$ cat src/rtl/pwr_seq_pkg.sv
// Shared types for the power sequencer.
// Assumes: state encoding is internal; only the decoded enables leave the block.
package pwr_seq_pkg;

    typedef enum logic [1:0] {
        PS_FULL = 2'd0,
        PS_CPU  = 2'd1,
        PS_STBY = 2'd2,
        PS_HIB  = 2'd3
    } pwr_state_e;

    typedef struct packed {
        logic rf;
        logic dsp;
        logic bb_clk;
        logic bb_pwr;
    } dom_en_t;

endpackage

$ cat src/rtl/pwr_tick_gen.sv
// Slow timebase: one-cycle tick every CLK_PER_TICK clocks.
// Assumes: restart realigns the phase so the first tick follows it by exactly
// CLK_PER_TICK cycles.
module pwr_tick_gen #(
    parameter int CLK_PER_TICK = 32768
) (
    input  logic clk,
    input  logic rst_n,
    input  logic restart,
    output logic tick
);
    localparam int CW = (CLK_PER_TICK > 1) ? $clog2(CLK_PER_TICK) : 1;
    localparam logic [CW-1:0] LAST = CW'(CLK_PER_TICK - 1);

    logic [CW-1:0] cnt;

    assign tick = (cnt == LAST);

    // Count clocks within a tick; wrap on tick, realign on restart.
    always_ff @(posedge clk) begin
        if (!rst_n || restart) begin
            cnt <= '0;
        end else if (tick) begin
            cnt <= '0;
        end else begin
            cnt <= cnt + 1'b1;
        end
    end
endmodule

$ cat src/rtl/pwr_period_timer.sv
// Wake period keeper: holds the active period, counts ticks since the last
// wake and flags a timed wake while the sequencer rests.
// Assumes: the requested period is sampled (after clamping) only at a timed
// wake; a host or mode wake loads the default period.
module pwr_period_timer #(
    parameter int PERIOD_W   = 13,
    parameter int PERIOD_MIN = 10,
    parameter int PERIOD_MAX = 7200,
    parameter int PERIOD_DEF = 1800
) (
    input  logic                clk,
    input  logic                rst_n,
    input  logic                tick,
    input  logic                restart_dflt,
    input  logic                resting,
    input  logic [PERIOD_W-1:0] period_in,
    output logic                timed_wake
);
    localparam logic [PERIOD_W-1:0] P_MIN = PERIOD_W'(PERIOD_MIN);
    localparam logic [PERIOD_W-1:0] P_MAX = PERIOD_W'(PERIOD_MAX);
    localparam logic [PERIOD_W-1:0] P_DEF = PERIOD_W'(PERIOD_DEF);

    logic [PERIOD_W-1:0] active_per;
    logic [PERIOD_W-1:0] elapsed;
    logic [PERIOD_W-1:0] clamped;
    logic [PERIOD_W:0]   elapsed_next;

    // Limit the requested period to the legal range.
    always_comb begin
        if (period_in < P_MIN) begin
            clamped = P_MIN;
        end else if (period_in > P_MAX) begin
            clamped = P_MAX;
        end else begin
            clamped = period_in;
        end
    end

    assign elapsed_next = {1'b0, elapsed} + 1'b1;
    assign timed_wake   = resting && tick && (elapsed_next >= {1'b0, active_per});

    // Track the active period and the ticks elapsed since the last wake.
    always_ff @(posedge clk) begin
        if (!rst_n) begin
            active_per <= P_DEF;
            elapsed    <= '0;
        end else if (restart_dflt) begin
            active_per <= P_DEF;
            elapsed    <= '0;
        end else if (timed_wake) begin
            active_per <= clamped;
            elapsed    <= '0;
        end else if (tick && (elapsed != '1)) begin
            elapsed    <= elapsed + 1'b1;
        end
    end
endmodule

$ cat src/rtl/pwr_hot_track.sv
// Hot-start tracker: ages the last valid fix in ticks and reports whether it
// is younger than HOT_WIN ticks.
// Assumes: the age saturates at HOT_WIN, so it never wraps back into the window.
module pwr_hot_track #(
    parameter int HOT_WIN = 7200
) (
    input  logic clk,
    input  logic rst_n,
    input  logic tick,
    input  logic fix_valid,
    output logic hot_ok
);
    localparam int AW = $clog2(HOT_WIN + 1);
    localparam logic [AW-1:0] AGE_LIM = AW'(HOT_WIN);

    logic [AW-1:0] age;
    logic          have_fix;

    // Restart the age at each fix; otherwise age one step per tick up to the limit.
    always_ff @(posedge clk) begin
        if (!rst_n) begin
            age      <= '0;
            have_fix <= 1'b0;
        end else if (fix_valid) begin
            age      <= '0;
            have_fix <= 1'b1;
        end else if (tick && (age != AGE_LIM)) begin
            age      <= age + 1'b1;
        end
    end

    assign hot_ok = have_fix && (age < AGE_LIM);
endmodule

$ cat src/rtl/pwr_state_fsm.sv
// Power state machine and domain decode.
// Assumes: wake_any already merges host, mode-enable and timed wakes;
// a push-to-fix enable edge blocks the CPU-only shortcut until the first fix.
module pwr_state_fsm
    import pwr_seq_pkg::*;
(
    input  logic    clk,
    input  logic    rst_n,
    input  logic    wake_any,
    input  logic    fix_valid,
    input  logic    meas_acq,
    input  logic    ptf_en,
    output logic    ptf_rise,
    output logic    resting,
    output dom_en_t dom,
    output logic    wakeup
);
    pwr_state_e state, state_nx;
    pwr_state_e rest_sel;
    logic       ptf_prev;
    logic       first_pend;

    assign ptf_rise = ptf_en && !ptf_prev;
    assign rest_sel = ptf_en ? PS_HIB : PS_STBY;
    assign resting  = (state == PS_STBY) || (state == PS_HIB);

    // Choose the next power state; any wake has priority over the fix path.
    always_comb begin
        state_nx = state;
        if (wake_any) begin
            state_nx = PS_FULL;
        end else begin
            unique case (state)
                PS_FULL: begin
                    if (fix_valid) begin
                        state_nx = rest_sel;
                    end else if (meas_acq && !first_pend) begin
                        state_nx = PS_CPU;
                    end
                end
                PS_CPU: begin
                    if (fix_valid) begin
                        state_nx = rest_sel;
                    end else if (!meas_acq) begin
                        state_nx = PS_FULL;
                    end
                end
                default: state_nx = state;
            endcase
        end
    end

    // Register the state, the previous mode bit and the first-fix hold.
    always_ff @(posedge clk) begin
        if (!rst_n) begin
            state      <= PS_FULL;
            ptf_prev   <= 1'b0;
            first_pend <= 1'b0;
        end else begin
            state    <= state_nx;
            ptf_prev <= ptf_en;
            if (ptf_rise) begin
                first_pend <= 1'b1;
            end else if (fix_valid || !ptf_en) begin
                first_pend <= 1'b0;
            end
        end
    end

    // Map the state onto the per-domain enables.
    always_comb begin
        unique case (state)
            PS_FULL: dom = '{rf: 1'b1, dsp: 1'b1, bb_clk: 1'b1, bb_pwr: 1'b1};
            PS_CPU:  dom = '{rf: 1'b0, dsp: 1'b0, bb_clk: 1'b1, bb_pwr: 1'b1};
            PS_STBY: dom = '{rf: 1'b0, dsp: 1'b0, bb_clk: 1'b0, bb_pwr: 1'b1};
            default: dom = '{rf: 1'b0, dsp: 1'b0, bb_clk: 1'b0, bb_pwr: 1'b0};
        endcase
    end

    assign wakeup = (state == PS_FULL);
endmodule

$ cat src/rtl/pwr_seq.sv
// Top of the duty-cycled receiver power sequencer: timebase, wake period
// keeper, state machine and hot-start tracker.
// Assumes: wake_req is already debounced to a single-cycle pulse; period_in
// is in ticks of the slow timebase.
module pwr_seq
    import pwr_seq_pkg::*;
#(
    parameter int CLK_PER_TICK = 32768,
    parameter int PERIOD_W     = 13,
    parameter int PERIOD_MIN   = 10,
    parameter int PERIOD_MAX   = 7200,
    parameter int PERIOD_DEF   = 1800,
    parameter int HOT_WIN      = 7200
) (
    input  logic                clk,
    input  logic                rst_n,
    input  logic                wake_req,
    input  logic                fix_valid,
    input  logic                meas_acq,
    input  logic                ptf_en,
    input  logic [PERIOD_W-1:0] period_in,
    output logic                rf_en,
    output logic                dsp_en,
    output logic                bb_clk_en,
    output logic                bb_pwr_en,
    output logic                wakeup,
    output logic                hot_ok
);
    logic    tick;
    logic    timed_wake;
    logic    ptf_rise;
    logic    resting;
    logic    restart_dflt;
    logic    wake_any;
    dom_en_t dom;

    assign restart_dflt = wake_req || ptf_rise;
    assign wake_any     = restart_dflt || timed_wake;

    pwr_tick_gen #(
        .CLK_PER_TICK (CLK_PER_TICK)
    ) u_tick (
        .clk     (clk),
        .rst_n   (rst_n),
        .restart (wake_any),
        .tick    (tick)
    );

    pwr_period_timer #(
        .PERIOD_W   (PERIOD_W),
        .PERIOD_MIN (PERIOD_MIN),
        .PERIOD_MAX (PERIOD_MAX),
        .PERIOD_DEF (PERIOD_DEF)
    ) u_period (
        .clk          (clk),
        .rst_n        (rst_n),
        .tick         (tick),
        .restart_dflt (restart_dflt),
        .resting      (resting),
        .period_in    (period_in),
        .timed_wake   (timed_wake)
    );

    pwr_state_fsm u_fsm (
        .clk       (clk),
        .rst_n     (rst_n),
        .wake_any  (wake_any),
        .fix_valid (fix_valid),
        .meas_acq  (meas_acq),
        .ptf_en    (ptf_en),
        .ptf_rise  (ptf_rise),
        .resting   (resting),
        .dom       (dom),
        .wakeup    (wakeup)
    );

    pwr_hot_track #(
        .HOT_WIN (HOT_WIN)
    ) u_hot (
        .clk       (clk),
        .rst_n     (rst_n),
        .tick      (tick),
        .fix_valid (fix_valid),
        .hot_ok    (hot_ok)
    );

    assign rf_en     = dom.rf;
    assign dsp_en    = dom.dsp;
    assign bb_clk_en = dom.bb_clk;
    assign bb_pwr_en = dom.bb_pwr;
endmodule

$ cat config.mk
export PLATFORM = sky130hd
export DESIGN_NAME = pwr_seq
export DESIGN_NICKNAME = d
export VERILOG_FILES = /design/src/rtl/pwr_seq_pkg.sv /design/src/rtl/pwr_tick_gen.sv /design/src/rtl/pwr_period_timer.sv /design/src/rtl/pwr_hot_track.sv /design/src/rtl/pwr_state_fsm.sv /design/src/rtl/pwr_seq.sv
export SDC_FILE = /design/constraint.sdc
export NUM_CORES = 1
export LEC_CHECK = 0
export BUFFER_PORTS_ARGS = -buffer_cell sky130_fd_sc_hd__clkbuf_2
export CORE_MARGIN = 2
export CORE_UTILIZATION = 33
export CTS_CLUSTER_DIAMETER = 50
export CTS_CLUSTER_SIZE = 10
export DETAILED_ROUTE_END_ITERATION = 6
export PLACE_DENSITY = 0.59
export SKIP_CTS_REPAIR_TIMING = 1
export SYNTH_ARGS = -nofsm -noshare
export SYNTH_HDL_FRONTEND = slang
export SYNTH_HIERARCHICAL = 1
export SYNTH_SLANG_ARGS = --single-unit
$ cat constraint.sdc
create_clock -name clk -period 5.35 [get_ports clk]
set_input_delay 1.07 -clock clk [delete_from_list [all_inputs] [get_ports clk]]
set_output_delay 1.07 -clock clk [all_outputs]
set_load 0.05 [all_outputs]
Word level (Yosys, flattened, before mapping) --
Index checks and enable logic that the tools add are counted.
Storage, ports and cells: register bits 59, bits of input ports 19, output and inout port bits 6
Cells by class: add/sub/neg operators 4, $lt $le $gt $ge 4, equal/unequal tests 8, muxes and demuxes 11, bitwise operators 1, reductions and logical operators 25
Operators with widths (number):
- $add 13x1->13 const B | 2
- $mux 13 | 2
- $ne 13x13->1 const B | 2
- $add 15x1->15 const B | 1
- $eq 15x15->1 const B | 1
- $add 13x1->14 const B | 1
- $ge 14x13->1 | 1
- $gt 13x13->1 const B | 1
- $lt 13x13->1 const B | 1
- $lt 13x4->1 const B | 1
- $pmux 4 s3 | 1
- $mux 2 | 4
- $reduce_or 2->1 | 4
- $logic_and 1x1->1 | 7
- $logic_or 1x1->1 | 5
- $eq 2x2->1 const B | 2
- $logic_not 1->1 | 4
- $pmux 2 s2 | 1
- $reduce_bool 2->1 | 2
- $mux 1 | 3
- $ne 3x2->1 const B | 1
- $ne 3x3->1 const B | 1
- $reduce_and 3->1 | 1
- $reduce_or 3->1 | 1
- 3 further kinds | 3

Longest topological paths before layout --
word-level depth 7, gate-level depth with buffers 16, mapped depth without buffers 14

Modules after synthesis --
Netlist, hierarchy kept.
Modules (own cells, without submodules):
- pwr_period_timer | instances 1, cells each 206, area an instance 1808.0 um^2, seq. area each 520.5 um^2
- pwr_hot_track | instances 1, cells each 79, area an instance 700.7 um^2, seq. area each 280.3 um^2
- pwr_tick_gen | instances 1, cells each 71, area an instance 693.2 um^2, seq. area each 300.3 um^2
- pwr_state_fsm | instances 1, cells each 20, area an instance 177.7 um^2, seq. area each 80.1 um^2
- pwr_seq | instances 1, cells each 2, area an instance 12.5 um^2, seq. area each 0.0 um^2

Least setup slack after synthesis --
OpenSTA, ideal clock, no wires.
kind reg-to-reg, from register u_period.elapsed[0], to register u_tick.cnt[10], library setup time 0.064 ns, data arrival time 3.298 ns, data required time 5.286 ns, setup slack 1.988 ns, stages on the path, launching flop included 17, cells stage by stage dfxtp_1 ha_1 nand3_2 nor4_4 xnor2_1 ha_1 and3_1 and2_1 a31oi_1 o211a_1 inv_2 buf_2 or3_1 nand2b_1 or2_4 buf_6 nor2_1
On the way: longest elaborated chain between the ends 6
RTL lines:
- start, declared | line pwr_period_timer.sv:24 | logic [PERIOD_W-1:0] elapsed;
- start signal, assigned | line pwr_period_timer.sv:54 | elapsed <= elapsed + 1'b1;
- $add 13x1->14 | line pwr_period_timer.sv:39 | assign elapsed_next = {1'b0, elapsed} + 1'b1;
- net u_period.elapsed_next[12] | line pwr_period_timer.sv:26 | logic [PERIOD_W:0] elapsed_next;
- $ge 14x13->1 | line pwr_period_timer.sv:40 | assign timed_wake = resting && tick && (elapsed_next >= {1'b0, active_per});
- $logic_and 1x1->1 | line pwr_period_timer.sv:40
- net timed_wake | line pwr_seq.sv:30 | logic timed_wake;
- $logic_or 1x1->1 | line pwr_seq.sv:38 | assign wake_any = restart_dflt || timed_wake;
- net wake_any | line pwr_seq.sv:34 | logic wake_any;
- $logic_or 1x1->1 | line pwr_tick_gen.sv:21 | if (!rst_n || restart) begin
- $reduce_or 2->1 (no line)
- end signal, assigned | line pwr_tick_gen.sv:26 | cnt <= cnt + 1'b1;
- end, declared | line pwr_tick_gen.sv:15 | logic [CW-1:0] cnt;
The timed path passes the listed nets, and every way through them passes these cells. A chain may end at the register's enable or synchronous reset.

Worst setup path after layout --
from register u_period.elapsed[0], to register u_tick.cnt[2]
Same word-level chain as after synthesis.

==> metrics.yaml <==
run_status: "finished clean"
antenna_found_initial: 0
syn_avg_cell_area_um2: 8.974
worst-endpoint-required_ns: 5.62
start_util_pct: 33.46
post_drt_wl_per_cell_um: 12.80
track_usage_pct: 13.71
final.min_clock_period_ns: 4.090
gp_congestion: 0.7729
wl_um: 6949
synth_cell_types: 58
clock.fmax_ghz: 0.2445
path_clk_slew_ns: 0.07
layout_commonest_cell: "dfxtp_1"
cts_made_buffers: 9
drive_above_1_share_pct: 15.97
rsz0062_at_grt: "false"
critPathLaunch: "u_period/elapsed[0]"
syn-instance-count: 378
start_kind: "flop"
reg2reg_from: "u_period/elapsed[0]"
cts-htree-levels: 3
grt_pass1_vias: 2565
grt_max_degree: 22
switchingPower_uw: 208.4
dr.pass1.iters: 4
cts_sinks: 59
rows: 37
drtAntennaViolNets: 0
swShare_pct: 23.06
synth_fp_nets: 414
drc: 0
vias: 2663
ir_drop_uv: 89.03
setup_viol: 0
tritoncts: "yes"
synthArstFlopShare_pct: 0
power_frac_comb_pct: 4.8
hold_slack_ns: 0.4302
io_buffers: 24
nets: 438
grt_pass1_wl_um: 12230
hold_viol: 0
max-slew-margin-rel_pct: 26.85
diodes: 0
min-delay-start: "u_fsm/ptf_prev"
synth_area_leaders: "dfxtp_1 (35%), xnor2_1 (7.0%), ha_1 (6.3%)"
drv_cap: 0
die_h_um: 105.4
worstSetupEndpointType: "flop"
slew_viol_final: 0
worst-setup-path-type: "reg -> reg"
worstHoldPathType: "reg -> reg"
p_int_uw: 695.3
ys_seq_area_share_pct: 34.82
clock_skew_ns: 0.01518
die_w_um: 105.4
worst_pin_slew_ns: 1.095
drt_iter0_markers: 126
seqPwrFrac_pct: 49.1
die_area_mm2: 0.01111
fin_crit_sh_pct: 76.44
cts-root-buf: "clkbuf_8"
yosysTopAreaCell: "dfxtp_1"
clk_latency_ns: 0.35
vias_per_cell: 4.904
met1_usage_pct: 18.17
use_met2_pct: 20.92
synth_top_area_share_pct: 34.82
cts_buffer_depth: 2
core_area_mm2: 0.01014
synth_edf_count: 0
layout_common_cells: "dfxtp_1 (59), nor2_1 (39), xnor2_1 (27)"
ys.flop_type: "dfxtp_1"
pwr-share-clk_pct: 46.1
cp_data_arrival_time_ns: 4.36
p_leak_uw: 0.001440
worstPathMaxFanout: 17
dpl.hpwl_um: 5104
io_pins: 25
grt.busiest_layer: "met2"
yosysWarnings: 6
ys_ff_latch: 59
syn-cell-area_mm2: 0.003392
p_per_area_mw_per_mm2: 238.0
gr-total-overflow: 0
final.setup.tns_ns: 0
use_met3_pct: 3.958
area_delta_synth_final_pct: 11.95
r2r_setup_slack_ns: 1.26
[layer usage]
layer	routed length, um	vias to the layer above
met5	0	-
met4	155	0
met3	254	10
met2	3179	33
met1	3360	1242
li1	-	1378
[power by group through the flow]
stage	clock [uW]	sequential, uW	combinational (uW)
6_report	417	444	43.2
5_1_grt	456	444	47.9
4_1_cts	432	444	43.8
3_5_place_dp	0	454	43.6
3_3_place_gp	0	454	43.0
2_1_floorplan	0	453	28.9
[cell families (layout without fill, tap and decap cells)]
| family | count (synthesis) | after routing | share of synthesized area [%] |
|---|---|---|---|
| compound gates | 47 | 47 | 10.62 |
| xor+xnor | 42 | 42 | 10.84 |
| mux | 16 | 16 | 4.721 |
| buf+inv | 39 | 68 | 5.939 |
| fa+ha+maj | 17 | 17 | 6.271 |
| simple gates | 158 | 158 | 26.78 |
| flops | 59 | 59 | 34.82 |
[flip-flops by register name (all words and copies together) (netlist names)]
| name | count |
|---|---|
| u_fsm/first_pend | 1 |
| u_fsm/ptf_prev | 1 |
| u_fsm/state | 2 |
| u_hot/age | 13 |
| u_hot/have_fix | 1 |
| u_period/active_per | 13 |
| u_period/elapsed | 13 |
| u_tick/cnt | 15 |
[cell type report]
type	count	area (um2)
clock inverter	4	48.80
fill	1037	6341
inverter	26	97.59
sequential	59	1181
multi-input combinational	280	2009
clock buffer	12	155.1
timing repair buffer	26	135.1
tap	136	170.2
[metrics by stage]
stage          utilization, %  area [um2]  total power [uW]  instances  setup slack, ns
3_3_place_gp            35.44        3593             496.7        527            1.431
5_1_grt                 37.46        3797             947.5        543           0.8723
3_5_place_dp            35.44        3593             497.4        527            1.312
4_1_cts                 37.46        3797             919.8        543            1.274
2_1_floorplan               -        3392             481.7        378            1.988
6_report                37.46        3797             903.7        543            1.260
[final timing paths]
| path | to | cells past startpoint |
|---|---|---|
| max | u_tick/cnt[2] | 14 |
| min | u_fsm/first_pend | 1 |
| max reg2reg | u_tick/cnt[2] | 14 |
| min reg2reg | u_fsm/first_pend | 1 |
[Yosys cell counts, types with 3 or more instances]
cell / instances
a211oi_1: 5
a21oi_1: 14
and2_1: 3
buf_2: 3
clkbuf_1: 5
dfxtp_1: 59
ha_1: 17
inv_1: 24
mux2i_1: 16
nand2_1: 25
nand2b_1: 7
nand3_1: 21
nand4_1: 5
nor2_1: 39
nor3_1: 16
nor3b_1: 3
nor4_1: 9
o211ai_1: 5
o21a_1: 3
o21ai_0: 3
or3_1: 4
xnor2_1: 27
xor2_1: 15
[critical path, stage by stage, from the launching register on]
cell      delay, ns
dfxtp_1        0.43
ha_1           0.27
nand3_2        0.20
nor4_4         0.37
xnor2_1        0.18
ha_1           0.24
and3_1         0.20
and2_1         0.16
a31oi_1        0.15
o211a_1        0.54
inv_2          0.30
or3_1          0.38
nand2b_1       0.18
or2_4          0.30
nor2_1         0.12
(Power assumes the default switching activity.)
